--- src/rtl/alarm_pkg.sv ---
package alarm_pkg;
  localparam int EVT_N  = 11;
  localparam int STAT_N = 13;
  localparam int DATA_W = STAT_N;
  localparam int ADDR_W = 2;

  // status bit positions
  localparam int S_ZERO   = 0;
  localparam int S_FIFO   = 1;
  localparam int S_NEAR2  = 2;
  localparam int S_NEAR1  = 3;
  localparam int S_COLL   = 4;
  localparam int S_CLK    = 5;
  localparam int S_CLKA   = 6;
  localparam int S_CLKB   = 7;
  localparam int S_PAT    = 8;
  localparam int S_PLL    = 9;
  localparam int S_PRISE  = 10;
  localparam int S_PFALL  = 11;
  localparam int S_PBLK   = 12;

  typedef enum logic [ADDR_W-1:0] {
    A_STATUS = 2'd0,
    A_MASK   = 2'd1,
    A_CTL    = 2'd2,
    A_NONE   = 2'd3
  } reg_addr_e;

  typedef struct packed {
    logic coll_off;
    logic clk_off;
  } ctl_t;
endpackage

--- src/rtl/alarm_status.sv ---
module alarm_status
  import alarm_pkg::*;
(
  input  logic              clk_i,
  input  logic              rst_ni,
  input  logic [EVT_N-1:0]  evt_i,
  input  logic              clr_en_i,
  input  logic [DATA_W-1:0] wdata_i,
  output logic [STAT_N-1:0] status_o
);
  logic [STAT_N-1:0] set_vec, clr_vec, status_q;

  // event k maps to status bit k (k=0) or k+1 (k=1..3) or k+2 (k>=4)
  always_comb begin
    set_vec = '0;
    for (int k = 0; k < EVT_N; k++) begin
      if (k == 0)     set_vec[k]   = evt_i[k];
      else if (k < 4) set_vec[k+1] = evt_i[k];
      else            set_vec[k+2] = evt_i[k];
    end
    set_vec[S_FIFO] = |evt_i[3:1];
    set_vec[S_CLK]  = |evt_i[5:4];
  end

  assign clr_vec = clr_en_i ? ~wdata_i[STAT_N-1:0] : '0;

  always_ff @(posedge clk_i or negedge rst_ni) begin
    if (!rst_ni) status_q <= '0;
    else         status_q <= (status_q & ~clr_vec) | set_vec;  // set wins
  end

  assign status_o = status_q;

  a_r3_sticky: assert property (@(posedge clk_i) disable iff (!rst_ni)
    !clr_en_i |=> ((status_q & $past(status_q)) == $past(status_q)));

  a_r5_set_wins: assert property (@(posedge clk_i) disable iff (!rst_ni)
    (|set_vec) |=> ((status_q & $past(set_vec)) == $past(set_vec)));
endmodule

--- src/rtl/alarm_cfg.sv ---
module alarm_cfg
  import alarm_pkg::*;
(
  input  logic              clk_i,
  input  logic              rst_ni,
  input  logic              mask_we_i,
  input  logic              ctl_we_i,
  input  logic [DATA_W-1:0] wdata_i,
  output logic [STAT_N-1:0] mask_o,
  output ctl_t              ctl_o
);
  logic [STAT_N-1:0] mask_q;
  ctl_t              ctl_q;

  always_ff @(posedge clk_i or negedge rst_ni) begin
    if (!rst_ni) begin
      mask_q <= '1;
      ctl_q  <= '0;
    end else begin
      if (mask_we_i) mask_q <= wdata_i[STAT_N-1:0];
      if (ctl_we_i)  ctl_q  <= ctl_t'(wdata_i[1:0]);
    end
  end

  assign mask_o = mask_q;
  assign ctl_o  = ctl_q;
endmodule

--- src/rtl/alarm_irq_gate.sv ---
module alarm_irq_gate
  import alarm_pkg::*;
(
  input  logic              clk_i,
  input  logic              rst_ni,
  input  logic [STAT_N-1:0] status_i,
  input  logic [STAT_N-1:0] mask_i,
  input  ctl_t              ctl_i,
  input  logic              txen_pin_i,
  input  logic              txen_sw_i,
  output logic              irq_o,
  output logic              out_en_o
);
  logic irq_q, shut;

  always_ff @(posedge clk_i or negedge rst_ni) begin
    if (!rst_ni) irq_q <= 1'b0;
    else         irq_q <= |(status_i & ~mask_i);
  end

  assign shut = (ctl_i.clk_off  & (status_i[S_CLK] | status_i[S_CLKA] | status_i[S_CLKB]))
              | (ctl_i.coll_off & status_i[S_COLL]);

  assign irq_o    = irq_q;
  assign out_en_o = txen_pin_i & txen_sw_i & ~shut;

  a_r8_irq_registered: assert property (@(posedge clk_i) disable iff (!rst_ni)
    1'b1 |=> (irq_o == $past(|(status_i & ~mask_i))));
endmodule

--- src/rtl/alarm_ctrl.sv ---
module alarm_ctrl
  import alarm_pkg::*;
(
  input  logic              clk_i,
  input  logic              rst_ni,
  input  logic [EVT_N-1:0]  evt_i,
  input  logic              wr_en_i,
  input  logic              rd_en_i,
  input  logic [ADDR_W-1:0] addr_i,
  input  logic [DATA_W-1:0] wdata_i,
  output logic [DATA_W-1:0] rdata_o,
  input  logic              txen_pin_i,
  input  logic              txen_sw_i,
  output logic              irq_o,
  output logic              out_en_o
);
  logic [STAT_N-1:0] status, mask;
  ctl_t              ctl;
  logic [DATA_W-1:0] rdata_q, rsel;
  reg_addr_e         addr;

  assign addr = reg_addr_e'(addr_i);

  alarm_status u_status (
    .clk_i, .rst_ni, .evt_i,
    .clr_en_i (wr_en_i && addr == A_STATUS),
    .wdata_i,
    .status_o (status)
  );

  alarm_cfg u_cfg (
    .clk_i, .rst_ni,
    .mask_we_i (wr_en_i && addr == A_MASK),
    .ctl_we_i  (wr_en_i && addr == A_CTL),
    .wdata_i,
    .mask_o    (mask),
    .ctl_o     (ctl)
  );

  alarm_irq_gate u_gate (
    .clk_i, .rst_ni,
    .status_i (status),
    .mask_i   (mask),
    .ctl_i    (ctl),
    .txen_pin_i, .txen_sw_i,
    .irq_o, .out_en_o
  );

  always_comb begin
    unique case (addr)
      A_STATUS: rsel = DATA_W'(status);
      A_MASK:   rsel = DATA_W'(mask);
      A_CTL:    rsel = DATA_W'(ctl);
      default:  rsel = '0;
    endcase
  end

  always_ff @(posedge clk_i or negedge rst_ni) begin
    if (!rst_ni)      rdata_q <= '0;
    else if (rd_en_i) rdata_q <= rsel;
  end

  assign rdata_o = rdata_q;

  a_r9_clk_shutoff: assert property (@(posedge clk_i) disable iff (!rst_ni)
    (ctl.clk_off && status[S_CLK]) |-> !out_en_o);

  a_r9_coll_shutoff: assert property (@(posedge clk_i) disable iff (!rst_ni)
    (ctl.coll_off && status[S_COLL]) |-> !out_en_o);
endmodule

--- config.mk ---
export PLATFORM = sky130hd
export DESIGN_NAME = alarm_ctrl
export DESIGN_NICKNAME = d
export VERILOG_FILES = /design/src/rtl/alarm_pkg.sv /design/src/rtl/alarm_status.sv /design/src/rtl/alarm_cfg.sv /design/src/rtl/alarm_irq_gate.sv /design/src/rtl/alarm_ctrl.sv
export SDC_FILE = /design/constraint.sdc
export NUM_CORES = 1
export LEC_CHECK = 0
export ABC_AREA = 1
export BUFFER_PORTS_ARGS = -buffer_cell sky130_fd_sc_hd__buf_2
export CAP_MARGIN = 0
export CORE_ASPECT_RATIO = 1.2
export CORE_MARGIN = 1
export CORE_UTILIZATION = 53
export CTS_CLUSTER_SIZE = 24
export DETAILED_ROUTE_END_ITERATION = 16
export PLACE_DENSITY_LB_ADDON = 0.08
export SYNTH_ARGS = -nofsm -noshare
export SYNTH_HDL_FRONTEND = slang
export SYNTH_SLANG_ARGS = --single-unit
--- constraint.sdc ---
create_clock -name clk_i -period 1.1 [get_ports clk_i]
set_clock_uncertainty 0.05 [all_clocks]
set_input_delay 0.11 -clock clk_i [delete_from_list [all_inputs] [get_ports clk_i]]
set_output_delay 0.11 -clock clk_i [all_outputs]
set_load 0.01 [all_outputs]
==> summary.txt <==
Synthesis
  • Yosys Warn Count: 0
  • Mapped Area: between 1500 and 2000 um^2
  • Yosys reg bits: 42
  • Syn avg cell area: a little under 9 um^2
  • Post-synthesis sequential area ratio: 0.541
  • Syn_nets: ~260
  • Cells after Synth: ~230
  • Post-synth cell types: 22

Timing
  • Fmax achieved: between 700 and 800 MHz
  • Final setup vio count: 1
  • Min Tclk post-route: about 1.3 ns
  • Final hold slack: a little over 0.004 ns
  • Fin worst setup slack: -0.165 ns
  • RSZ-0062 raised after global routing: true
  • Slew headroom: 0.790
  • Final worst-path cycle share: 1.15
  • Fin Setup TNS: -0.165 ns
  • Slew @ Worst Pin: 0.316 ns
  • Max-slew violation count: 0
  • Final Hold Vio Count: 0

Run status
  • Failing checks: DRC, setup timing
  • Status: finished with violations

Cells and area
  • Layout Cells excl Fill: ~340
  • Footprint of the multi-input gates: around 730 um^2
  • Fin util: 0.755
  • Commonest cells after routing, fill and taps aside: buf_2 (46), nand2_1 (36), dfrtp_1 (29)
  • Commonest non-fill, non-tap cell in the layout: buf_2
  • Diodes inserted: 0
  • Fillers: ~260
  • # nets final: 333
  • P&R area growth vs syn: 32.2%
  • Register area: ~1100 um^2
  • Share of cells above drive strength 1: 0.334

Detailed routing
  • Drt pass-1 iters: 11
  • DR iter-0 viols: 94
  • DR vias: 1748
  • WL/cell: about 13 um
  • Total Wirelength: 4.52 mm
  • DRC errors left: 2
  • Avg Vias per Cell: slightly above 5
  • Final ANT Viol Nets: 0

Clock network
  • Sink Count: between 40 and 50
  • TritonCTS buffer count: 5
  • CTS Buffer Depth: 2
  • Clock latency at the later pin of the worst-skew pair: about 0.30 ns
  • CTS tree: done
  • Clock root buffer: clkbuf_8
  • Clock-pin slew of the registers on the worst-case setup and hold paths: 0.07 ns
  • H-Tree Depth: 2

GRT
  • Pin count of the biggest net entering global routing: 43
  • Total GRT Usage: 0.261
  • Vias in the first global route: 1656
  • Final global-route overflow total: 0
  • First-pass GRT wire length: about 7.5 mm
  • Initial antenna violation count: 0

Worst setup path
  • Crit-path cells: nor2_1, nand2_1, a21oi_1, buf_2
  • Crit path largest cell delay: about 0.4 ns
  • Max FO, Critical Path: 2
  • Critical Path Slowest Stage Cell: dfrtp_1
  • Critical Path End Type: primary output
  • Crit Path Class: reg -> out
  • WP data required: approximately 0.94 ns
  • Critical Path Source Type: register
  • WP data arrival: around 1.1 ns

Place
  • Final Wtd Congestion: ~0.8
  • Detailed placement HPWL: about 2.9 mm
  • Placed insts: 306
  • I/O Buffers: 46

Floorplan
  • Initial core utilization: 0.571
  • DIE AREA: just under 4000 um^2
  • Core ar.: between 3000 and 4000 um^2
  • DIE WIDTH: around 58 um
  • Ports: 47
  • # rows: 23
  • Die height: 68.8 um

Pwr
  • Worst VDD drop: just over 0.0009 V
  • Pleak: ~1.3 nW
  • PD cells: between 1000 and 1500 nW/um^2
  • Total power draw: 3.80 mW

Job
  • Max cap viols: 0

Worst hold path
  • Min-Delay Path Class: in -> reg
## sequential cells by signal (all words and copies together), names as in the netlist
name	flops
u_status.status_o	13
u_cfg.ctl_o	2
u_cfg.mask_o	13
rdata_o	13
u_gate.irq_o	1
## synthesized netlist by cell type, drive strengths merged
master	n	area (um^2)
dfrtp	29	726
a21oi	29	153
nand3	25	138
inv	30	113
a31oi	1	6.26
buf	7	68.8
nor2	28	113
o21bai	2	15.0
nand2	39	154
nor3	1	5.00
clkbuf	2	7.51
o21ai	19	133
dfstp	13	342
## worst max-delay path, delay by kind of cell (launching register included)
| kind | cells | cell delay, ns |
|---|---|---|
| buf+inv | 1 | 0.14 |
| compound gates | 1 | 0.11 |
| simple gates | 2 | 0.17 |
| flops | 1 | 0.39 |
## routing by layer
metal  vias up  global-route usage  part of all wire
li1        878                   -                 -
met1       789               0.328              0.43
met2        71               0.424              0.49
met3        10              0.0709             0.057
met4         0               0.122             0.023
met5         -                   0                 0
## per-stage QoR
stage | cell area [um^2] | setup slack, ns
after global placement | 2240 | 0.0372
after CTS | 2590 | -0.172
after detailed placement | 2240 | 0.0336
after global routing | 2610 | -0.219
final | 2610 | -0.165
after floorplan | 1970 | 0.111
## layout make-up
cell class,instances,area share
multi-input cells,144,0.279
inverters,30,0.0432
clock buffers,7,0.0331
clock inverters,1,0.0115
flip-flops and latches,42,0.410
well taps,37,0.0178
repair buffers,78,0.205
## path summary, 6_finish.rpt
path	from	to	slack, ns	cells past startpoint
worst min-delay path	wdata_i[2]	u_status.status_o[2]	0.004	3
min in group asynchronous	rst_ni	rdata_o[2]	0.26	3
max in group asynchronous	rst_ni	u_cfg.mask_o[11]	0.46	3
worst max register to register	u_cfg.mask_o[0]	u_gate.irq_o	0.05	5
worst max-delay path	u_status.status_o[5]	out_en_o	-0.17	4
worst min register to register	u_cfg.mask_o[11]	u_cfg.mask_o[11]	0.43	2
## where the power goes
group	leakage (nW)	internal, mW	switching [mW]	total, mW
sequential	0.441	1.76	0.105	1.86
clock	0.0585	0.740	0.523	1.26
combinational	0.793	0.308	0.369	0.677
## cell families after synthesis
| group | Yosys count | synth area share |
|---|---|---|
| simple gates | 93 | 0.207 |
| compound gates | 51 | 0.155 |
| flops | 42 | 0.541 |
| buf+inv | 39 | 0.0958 |
## repair_timing
item | CTS | global route
buffers inserted | 3 | 1
gates resized for setup | 0 | 9
hold endpoints to repair | 57 | 0
hold buffers | 21 | 0
pin swaps | 0 | 4
endpoints found under the setup margin | 1 | 2
(Power assumes the default switching activity.)
